===== src/rtl/mover_pkg.sv =====
package mover_pkg;
    localparam int DEF_NUM_CH  = 3;
    localparam int DEF_NUM_RES = 5;
    localparam int DEF_DATA_W  = 16;
    localparam int DEF_ADDR_W  = 16;

    typedef struct packed {
        logic irq;
        logic err;
    } mover_flags_t;
endpackage


===== src/rtl/mover_seq.sv =====
module mover_seq #(
    parameter int NUM_CH  = mover_pkg::DEF_NUM_CH,
    parameter int NUM_RES = mover_pkg::DEF_NUM_RES,
    localparam int CH_W   = $clog2(NUM_CH > 1 ? NUM_CH : 2),
    localparam int IDX_W  = $clog2(NUM_RES > 1 ? NUM_RES : 2)
) (
    input  logic              clk,
    input  logic              rst_n,
    input  logic              start_req,
    output logic              beat_valid,
    output logic [CH_W-1:0]   beat_ch,
    output logic [IDX_W-1:0]  beat_idx,
    output logic [NUM_CH-1:0] ch_busy,
    output logic              chain_done,
    output logic              refused
);
    typedef struct packed {
        logic             active;
        logic [CH_W-1:0]  ch;
        logic [IDX_W-1:0] idx;
    } seq_t;

    seq_t st_d, st_q;
    logic last_idx, last_ch;

    always_comb begin
        st_d     = st_q;
        last_idx = (st_q.idx == IDX_W'(NUM_RES - 1));
        last_ch  = (st_q.ch == CH_W'(NUM_CH - 1));
        if (st_q.active) begin
            if (last_idx) begin
                st_d.idx = '0;
                if (last_ch) begin
                    st_d.active = 1'b0;
                    st_d.ch     = '0;
                end else begin
                    st_d.ch = st_q.ch + CH_W'(1);
                end
            end else begin
                st_d.idx = st_q.idx + IDX_W'(1);
            end
        end else if (start_req) begin
            st_d.active = 1'b1;
            st_d.ch     = '0;
            st_d.idx    = '0;
        end
    end

    always_ff @(posedge clk) begin
        if (!rst_n) st_q <= '0;
        else        st_q <= st_d;
    end

    assign beat_valid = st_q.active;
    assign beat_ch    = st_q.ch;
    assign beat_idx   = st_q.idx;
    assign chain_done = st_q.active && last_idx && last_ch;
    assign refused    = start_req && st_q.active;

    for (genvar g = 0; g < NUM_CH; g++) begin : g_busy
        assign ch_busy[g] = st_q.active && (st_q.ch == CH_W'(g));
    end

    AST_ONE_BUSY: assert property (@(posedge clk) disable iff (!rst_n)
        $onehot0(ch_busy));
    AST_START: assert property (@(posedge clk) disable iff (!rst_n)
        (start_req && ch_busy == '0) |=> ch_busy[0]);
    AST_CHAIN: assert property (@(posedge clk) disable iff (!rst_n)
        (ch_busy[0] && beat_idx == IDX_W'(NUM_RES - 1)) |=> ch_busy[1]);
endmodule


===== src/rtl/mover_addr.sv =====
module mover_addr #(
    parameter int NUM_CH          = mover_pkg::DEF_NUM_CH,
    parameter int NUM_RES         = mover_pkg::DEF_NUM_RES,
    parameter int ADDR_W          = mover_pkg::DEF_ADDR_W,
    parameter int DATA_W          = mover_pkg::DEF_DATA_W,
    parameter int SRC_BASE        = 'h1000,
    parameter int SRC_CONV_STRIDE = 'h100,
    parameter int SRC_START       = 0,
    parameter int SRC_STEP        = 4,
    parameter int SRC_WRAP        = 32,
    parameter int DST_BASE        = 'h2000,
    parameter int MOTOR_STRIDE    = 8,
    parameter int DST_WRAP        = 64,
    localparam int CH_W           = $clog2(NUM_CH > 1 ? NUM_CH : 2),
    localparam int IDX_W          = $clog2(NUM_RES > 1 ? NUM_RES : 2),
    localparam int ELEM_BYTES     = DATA_W / 8
) (
    input  logic [CH_W-1:0]   ch,
    input  logic [IDX_W-1:0]  idx,
    output logic [ADDR_W-1:0] src_addr,
    output logic [ADDR_W-1:0] dst_addr
);
    logic [ADDR_W-1:0] src_base_tab [NUM_CH];
    logic [ADDR_W-1:0] dst_lane_tab [NUM_CH];

    for (genvar g = 0; g < NUM_CH; g++) begin : g_chan
        assign src_base_tab[g] = ADDR_W'(SRC_BASE + g * SRC_CONV_STRIDE);
        assign dst_lane_tab[g] = ADDR_W'(g * ELEM_BYTES);
    end

    logic [ADDR_W-1:0] src_off, dst_off, sel_src_base, sel_lane;

    always_comb begin
        sel_src_base = src_base_tab[0];
        sel_lane     = dst_lane_tab[0];
        for (int c = 0; c < NUM_CH; c++) begin
            if (ch == CH_W'(c)) begin
                sel_src_base = src_base_tab[c];
                sel_lane     = dst_lane_tab[c];
            end
        end
        src_off  = (ADDR_W'(SRC_START) + ADDR_W'(idx) * ADDR_W'(SRC_STEP))
                   & ADDR_W'(SRC_WRAP - 1);
        dst_off  = (ADDR_W'(idx) * ADDR_W'(MOTOR_STRIDE) + sel_lane)
                   & ADDR_W'(DST_WRAP - 1);
        src_addr = sel_src_base + src_off;
        dst_addr = ADDR_W'(DST_BASE) + dst_off;
    end
endmodule


===== src/rtl/mover_flags.sv =====
module mover_flags (
    input  logic clk,
    input  logic rst_n,
    input  logic chain_done,
    input  logic refused,
    output logic irq,
    output logic overrun_err
);
    import mover_pkg::*;

    mover_flags_t fl_d, fl_q;

    always_comb begin
        fl_d     = fl_q;
        fl_d.irq = chain_done;
        fl_d.err = fl_q.err | refused;
    end

    always_ff @(posedge clk) begin
        if (!rst_n) fl_q <= '0;
        else        fl_q <= fl_d;
    end

    assign irq         = fl_q.irq;
    assign overrun_err = fl_q.err;

    AST_IRQ_PULSE: assert property (@(posedge clk) disable iff (!rst_n)
        irq |=> !irq);
endmodule


===== src/rtl/res_chain_mover.sv =====
module res_chain_mover #(
    parameter int NUM_CH          = mover_pkg::DEF_NUM_CH,
    parameter int NUM_RES         = mover_pkg::DEF_NUM_RES,
    parameter int DATA_W          = mover_pkg::DEF_DATA_W,
    parameter int ADDR_W          = mover_pkg::DEF_ADDR_W,
    parameter int SRC_BASE        = 'h1000,
    parameter int SRC_CONV_STRIDE = 'h100,
    parameter int SRC_START       = 0,
    parameter int SRC_STEP        = 4,
    parameter int SRC_WRAP        = 32,
    parameter int DST_BASE        = 'h2000,
    parameter int MOTOR_STRIDE    = 8,
    parameter int DST_WRAP        = 64
) (
    input  logic              clk,
    input  logic              rst_n,
    input  logic              scan_done,
    output logic              src_rd_en,
    output logic [ADDR_W-1:0] src_rd_addr,
    input  logic [DATA_W-1:0] src_rd_data,
    output logic              mem_wr_en,
    output logic [ADDR_W-1:0] mem_wr_addr,
    output logic [DATA_W-1:0] mem_wr_data,
    output logic [NUM_CH-1:0] busy,
    output logic              irq,
    output logic              overrun_err
);
    localparam int CH_W  = $clog2(NUM_CH > 1 ? NUM_CH : 2);
    localparam int IDX_W = $clog2(NUM_RES > 1 ? NUM_RES : 2);

    logic             beat_valid, chain_done, refused;
    logic [CH_W-1:0]  beat_ch;
    logic [IDX_W-1:0] beat_idx;

    mover_seq #(.NUM_CH(NUM_CH), .NUM_RES(NUM_RES)) u_seq (
        .clk(clk), .rst_n(rst_n), .start_req(scan_done),
        .beat_valid(beat_valid), .beat_ch(beat_ch), .beat_idx(beat_idx),
        .ch_busy(busy), .chain_done(chain_done), .refused(refused)
    );

    mover_addr #(
        .NUM_CH(NUM_CH), .NUM_RES(NUM_RES), .ADDR_W(ADDR_W), .DATA_W(DATA_W),
        .SRC_BASE(SRC_BASE), .SRC_CONV_STRIDE(SRC_CONV_STRIDE),
        .SRC_START(SRC_START), .SRC_STEP(SRC_STEP), .SRC_WRAP(SRC_WRAP),
        .DST_BASE(DST_BASE), .MOTOR_STRIDE(MOTOR_STRIDE), .DST_WRAP(DST_WRAP)
    ) u_addr (
        .ch(beat_ch), .idx(beat_idx),
        .src_addr(src_rd_addr), .dst_addr(mem_wr_addr)
    );

    mover_flags u_flags (
        .clk(clk), .rst_n(rst_n), .chain_done(chain_done), .refused(refused),
        .irq(irq), .overrun_err(overrun_err)
    );

    assign src_rd_en   = beat_valid;
    assign mem_wr_en   = beat_valid;
    assign mem_wr_data = src_rd_data;

    AST_IRQ_AFTER_LAST: assert property (@(posedge clk) disable iff (!rst_n)
        irq |-> ($past(busy[NUM_CH-1]) && busy == '0));
    AST_ERR_STICKY: assert property (@(posedge clk) disable iff (!rst_n)
        overrun_err |=> overrun_err);
    AST_REFUSE_NO_ABORT: assert property (@(posedge clk) disable iff (!rst_n)
        (scan_done && busy[0]) |=> (busy[0] || busy[1]));
    AST_DST_EVEN: assert property (@(posedge clk) disable iff (!rst_n)
        mem_wr_en |-> !mem_wr_addr[0]);
endmodule


===== config.mk =====
export PLATFORM = sky130hd
export DESIGN_NAME = res_chain_mover
export DESIGN_NICKNAME = d
export VERILOG_FILES = /design/src/rtl/mover_pkg.sv /design/src/rtl/mover_seq.sv /design/src/rtl/mover_addr.sv /design/src/rtl/mover_flags.sv /design/src/rtl/res_chain_mover.sv
export SDC_FILE = /design/constraint.sdc
export NUM_CORES = 1
export LEC_CHECK = 0
export BUFFER_PORTS_ARGS = -buffer_cell sky130_fd_sc_hd__buf_2
export CORE_MARGIN = 5
export CORE_UTILIZATION = 35
export CTS_CLUSTER_DIAMETER = 60
export DETAILED_ROUTE_END_ITERATION = 8
export PLACE_DENSITY_LB_ADDON = 0.1
export REMOVE_ABC_BUFFERS = 1
export SLEW_MARGIN = 20
export SYNTH_ARGS = -nofsm -noshare
export SYNTH_HDL_FRONTEND = slang
export SYNTH_SLANG_ARGS = --single-unit

===== constraint.sdc =====
create_clock -name clk -period 1.3 [get_ports clk]
set_input_delay 0.325 -clock clk [delete_from_list [all_inputs] [get_ports clk]]
set_output_delay 0.325 -clock clk [all_outputs]
set_load 0.01 [all_outputs]

==> flow_summary.toml, run 1 <==
[power]
p_comb_frac = 0.198
switchingPower_uw = 165
p_clk_frac = 0.344
switching_share = 0.294
power_frac_seq = 0.458
intPower_uw = 394
vdd_drop_max_uv = 378
p_leak_uw = 0.000376
p_per_area_nw_per_um2 = 791

[timing]
finalHoldViolations = 0
worst_slack_ns = -0.0302
fmax_ghz = 0.752
rsz0062_at_grt = "yes"
period_needed_ns = 1.33
skew_ns = 0.00653
final_max_slew_viol_count = 0
setup_viol = 3
post-route-period-util = 1.02

[route]
first_pass_iters = 3
viasPerCell = 4.15
route.detailed.drc = 0
vias = 490
detail-route-antenna-nets = 0
drt-initial-drc-count = 5
wl_um = 1520
wl_per_cell_um = 12.9

[worst_setup_path]
cp.required_ns = 0.98
worst-path-max-fanout = 6
crit_type = "flip-flop to primary output"
end_kind = "primary output"
start_kind = "flip-flop"
cp_data_arrival_time_ns = 1.01

[floorplan]
die-width_um = 56.0
die_area_sq_um = 3140
start_util = 0.374
num_io_pins = 74
die_y_um = 56.0
core.rowCount = 16
core_sq_um = 1980

[placement]
port_buffers = 19
gp_congestion = 0.658
dp.cells = 113
place_area_sq_um = 633
dp_hpwl_um = 1160

[final_layout]
final-seq-area_sq_um = 173
multi_input_area_sq_um = 310
area_growth_pct = -4.56
fillers = 225
utilization = 0.357
postLayoutCellArea_sq_um = 707
diodes = 0
stdcell_count = 118
drive_above_1_share = 0.418
final_nets = 114

[hold_path]
hp-class = "input pin to flip-flop"

[synthesis]
ys_seq_area_frac = 0.216
ys_warn_count = 0
avgSynthCellArea_sq_um = 8.42
netlist_instances = 88
ys_types = 21
synth-seq-cells = 8
syn_area_sq_um = 741

[status]
status = "complete, but fails checks"
failed_checks = "setup timing"

[cts]
htreeDepth = 1
path_clk_slew_ns = 0.06
cts_sinks = 8
holdBufCountCts = 0
cts_root_buf = "clkbuf_4"
cts_inserted_buffers = 3
clock_path_buffers = 2
clk_latency_ns = 0.25
cts_tree = "done"

[global_routing]
grt.total_usage = 0.0968
grt_overflow = 0
grt_antenna_before_repair = 0
grt_pass1_vias = 499
grt_pass1_wl_um = 2340
grt_max_degree = 9

[job]
drv_cap = 0
-- cell usage after synthesis --
library cell	number	area (sq um)
nand3_1	1	5.00
buf_4	45	338
mux2i_1	1	10.0
inv_1	2	7.51
nor3b_2	1	12.5
nor2b_1	5	31.3
a21oi_1	4	20.0
conb_1	2	7.51
buf_6	1	11.3
nor3b_1	2	15.0
nand3_2	1	10.0
and3b_2	1	10.0
a21boi_0	1	7.51
o21ai_0	4	20.0
and4_1	1	8.76
a31oi_1	1	6.26
dfxtp_1	8	160
a21boi_1	2	15.0
nor2_1	2	7.51
and3b_4	1	12.5
ha_1	2	25.0
-- metrics by stage --
stage	hold slack, ns	TNS (ns)	setup WS [ns]	total power, uW
2_1_floorplan	0.453	-0.0602	-0.0246	330
3_3_place_gp	0.468	0	0.117	373
3_5_place_dp	0.473	0	0.0879	372
4_1_cts	0.372	-0.0564	-0.0321	568
5_1_grt	0.386	-0.376	-0.0869	599
6_report	0.378	-0.0385	-0.0302	559
-- power groups by stage --
stage               combinational, uW  clock [uW]  sequential (uW)
CTS                               108         205              255
detailed placement                107           0              265
floorplan                        55.9           0              274
finish                            111         192              256
global route                      124         218              257
global placement                  107           0              266
-- layout by cell type, fill, tap and decap left out, drive strengths merged, types with 3 or more instances in the layout --
| master | netlist | final |
|---|---|---|
| a21boi | 3 | 3 |
| a21oi | 4 | 4 |
| buf | 46 | 26 |
| clkbuf | 0 | 3 |
| conb | 2 | 22 |
| dfxtp | 8 | 8 |
| nor2b | 5 | 5 |
| nor3b | 3 | 3 |
| o21ai | 4 | 4 |
-- registers in the layout, summed over array words and instances, names as in the netlist --
signal	flops
u_seq.beat_idx	3
u_seq.beat_ch	2
u_flags.overrun_err	1
u_flags.irq	1
u_seq.beat_valid	1
-- layout make-up --
cell class | instances | area share
Clock buffer | 3 | 0.0319
Inverter | 2 | 0.0106
Multi-Input combinational cell | 52 | 0.439
Sequential cell | 8 | 0.244
Tap cell | 27 | 0.0478
Timing Repair Buffer | 26 | 0.227
-- layer usage --
metal / track usage / part of all wire / up-vias
met5: 0.0536 / 0 / -
met4: 0.0305 / 0.0052 / 0
met3: 0.102 / 0.22 / 2
met2: 0.115 / 0.36 / 55
met1: 0.109 / 0.42 / 205
li1: - / - / 228
-- final timing paths --
| path | slack [ns] | cells after the start | start | end |
|---|---|---|---|---|
| max | -0.03 | 2 | u_seq.beat_ch[1] | busy[1] |
| min | 0.38 | 2 | rst_n | u_seq.beat_ch[0] |
| max reg2reg | 0.15 | 6 | u_seq.beat_idx[0] | u_seq.beat_idx[2] |
| min reg2reg | 0.48 | 2 | u_flags.overrun_err | u_flags.overrun_err |
-- worst max-delay path, stage by stage (launching register included) --
cell and delay, ns:
dfxtp_4 0.36, and3b_4 0.30, buf_6 0.10
-- repair_timing --
item	4_1_cts	5_1_grt
gates cloned	0	0
resized for setup	8	4
setup endpoints to repair	7	11
buffers inserted	2	0
-- cells by family (layout without fill, tap and decap cells) --
family                   Yosys count  after routing  synth area share
buffers and inverters             48             31             0.481
AND/OR/NAND/NOR                   15             15             0.152
AO/OA/AOI/OAI                     12             12            0.0929
flip-flops                         8              8             0.216
adder cells (fa/ha/maj)            2              2            0.0338
other                              2             22            0.0101
multiplexers                       1              1            0.0135
Power figures use the tool's default switching activity.
==> run 2, diff against run 1 <==
Settings changed: ABC_AREA set to 1.
==> run 2 against run 1 <==
The flow now finishes without violations. Hold slack got worse by 0.051 ns. Die area fell by 2.4%. Routed wire length rose by 7.1%. Flip-flop and latch count did not move. Largest cell class unchanged. Utilization fell by 1.7 points. Critical endpoint is now busy[2]. Global-route usage fell by 0.090 points. Register-to-register slack improved by 0.04 ns.
==> flow_summary.toml, run 2 <==
[status]
status = "finished clean"

[synthesis]
synthFlopType = "dfxtp_1"
synth_top_cells_by_count = "buf_4 (45), nand2_1 (14), nor2_1 (9)"
synth-seq-cells = 8
synthTopCellsByArea = "buf_4 (47%), dfxtp_1 (22%), nand2_1 (7.3%), nor2_1 (4.7%), a21oi_1 (3.5%)"
avgSynthCellArea_sq_um = 7.19
yosysTopAreaCellShare = 0.470
synth_edf_count = 0
synth_top_cell_by_area = "buf_4"
ys_warn_count = 0
async_flop_share = 0
synth_most_common_cell = "buf_4"
ys_seq_area_frac = 0.223
syn_area_sq_um = 719
ys_types = 14
netlist_instances = 100

[floorplan]
num_io_pins = 74
core.rowCount = 16
start_util = 0.367
die_y_um = 55.3
die_area_sq_um = 3060
die-width_um = 55.3
core_sq_um = 1960

[final_layout]
final_nets = 124
postLayoutCellArea_sq_um = 666
area_growth_pct = -7.48
diodes = 0
final_cell_mix = "conb_1 (22), buf_2 (18), nand2_1 (14)"
drive_above_1_share = 0.366
largest_register_ffs = 3
fillers = 244
mostFrequentLayoutCell = "conb_1"

[global_routing]
grt_pass1_wl_um = 2260
grt_antenna_before_repair = 0
grt_max_degree = 9
grt_overflow = 0
grt_pass1_vias = 458
grt.total_usage = 0.0959

[job]
drv_cap = 0

[route]
viasPerCell = 4.02
wl_per_cell_um = 12.8
vias = 514
wl_um = 1630
route.detailed.drc = 0
detail-route-antenna-nets = 0
drt-initial-drc-count = 16
first_pass_iters = 4

[worst_setup_path]
path_cells = "inv_2 -> nand2_1 -> nor2_1 -> buf_2"
path_depth = 4
cp.required_ns = 0.98
reg2reg_from = "u_seq.beat_idx[0]"
slowest_stage = "dfxtp_2"
critical_path_buf_inv_count = 2
rr_endpoint = "u_seq.beat_valid"
cp_data_arrival_time_ns = 0.95
cp-endpoint = "busy[2]"
path_delay_family = "flip-flops"
setup.worst_path.start = "u_seq.beat_ch[0]"
start_kind = "flip-flop"
reg2reg_depth = 7
end_kind = "primary output"
crit_type = "flip-flop to primary output"
cpPeakStageDelay_ns = 0.33
reg2reg_slack_ns = 0.19
worst-path-max-fanout = 3

[power]
intPower_uw = 388
switching_share = 0.306
vdd_drop_max_uv = 521
switchingPower_uw = 171
p_comb_frac = 0.186
p_clk_frac = 0.349
p_leak_uw = 0.000373
power_frac_seq = 0.465
p_per_area_nw_per_um2 = 840

[timing]
setup_tns_ns = 0
skew_ns = 0.00303
final_max_slew_viol_count = 0
fmax_ghz = 0.785
setup_viol = 0
rsz0062_at_grt = "yes"
period_needed_ns = 1.27
post-route-period-util = 0.980
finalHoldViolations = 0

[cts]
cts_root_buf = "clkbuf_4"
path_clk_slew_ns = 0.06
cts_inserted_buffers = 3
holdBufCountCts = 0
clk_latency_ns = 0.26
htreeDepth = 1
cts_tree = "done"
clock_path_buffers = 2
cts_sinks = 8

[placement]
dp_hpwl_um = 1290
place_area_sq_um = 593
gp_congestion = 0.820
port_buffers = 19

[hold_path]
hp-class = "input pin to flip-flop"
min_from = "rst_n"
run 2: worst min-delay path by stage:
stage,to,slack [ns],cells after the start
after floorplan,u_seq.beat_valid,0.45,2
after global placement,u_flags.overrun_err,0.45,2
after detailed placement,u_flags.overrun_err,0.46,2
after CTS,u_seq.beat_valid,0.33,3
after global routing,u_seq.beat_idx[2],0.35,3
final,u_seq.beat_valid,0.33,3
run 2: power groups by stage:
stage / Sequential (uW) / Clock, uW / Combinational, uW
2_1_floorplan: 276 / 0 / 55.4
3_3_place_gp: 266 / 0 / 98.0
3_5_place_dp: 266 / 0 / 98.0
4_1_cts: 261 / 205 / 98.3
5_1_grt: 262 / 219 / 116
6_report: 260 / 195 / 104
run 2: worst min-delay path, delay by kind of cell:
kind / cells / cell delay [ns]
buf+inv: 1 / 0.12
simple gates: 2 / 0.09
run 2: layer usage:
metal / vias to the layer above / track usage / part of all wire / routed length, um
li1: 242 / - / - / -
met1: 219 / 0.104 / 0.38 / 613
met2: 51 / 0.111 / 0.39 / 643
met3: 2 / 0.110 / 0.22 / 365
met4: 0 / 0.0313 / 0.0055 / 9
met5: - / 0.0536 / 0 / 0
run 2: cell families after synthesis:
group / count (synthesis) / synth area share
buffers and inverters: 52 / 0.506
AND/OR/NAND/NOR: 30 / 0.184
flip-flops: 8 / 0.223
AO/OA/AOI/OAI: 6 / 0.0417
adder cells (fa/ha/maj): 2 / 0.0348
other: 2 / 0.0104
run 2: layout make-up:
type / count / area [sq um] / area share
sequential: 8 / 166 / 0.250
multi-input combinational: 60 / 283 / 0.425
timing repair buffer: 23 / 131 / 0.197
tap: 27 / 33.8 / 0.0508
clock buffer: 3 / 22.5 / 0.0338
inverter: 7 / 28.8 / 0.0432
run 2: stage by stage:
step	hold slack [ns]	std cells	util	total power [uW]	worst slack, ns
3_3_place_gp	0.452	122	0.302	364	0.178
3_5_place_dp	0.460	122	0.302	364	0.197
6_report	0.327	128	0.339	559	0.0263
5_1_grt	0.348	128	0.339	596	-0.0448
2_1_floorplan	0.446	75	-	331	0.0520
4_1_cts	0.327	126	0.320	564	0.000522
run 2: repair_timing:
| item | in CTS | in global routing |
|---|---|---|
| resized for setup | 3 | 7 |
| setup endpoints to repair | 6 | 7 |
| pin swaps | 0 | 1 |
| setup buffers | 1 | 2 |
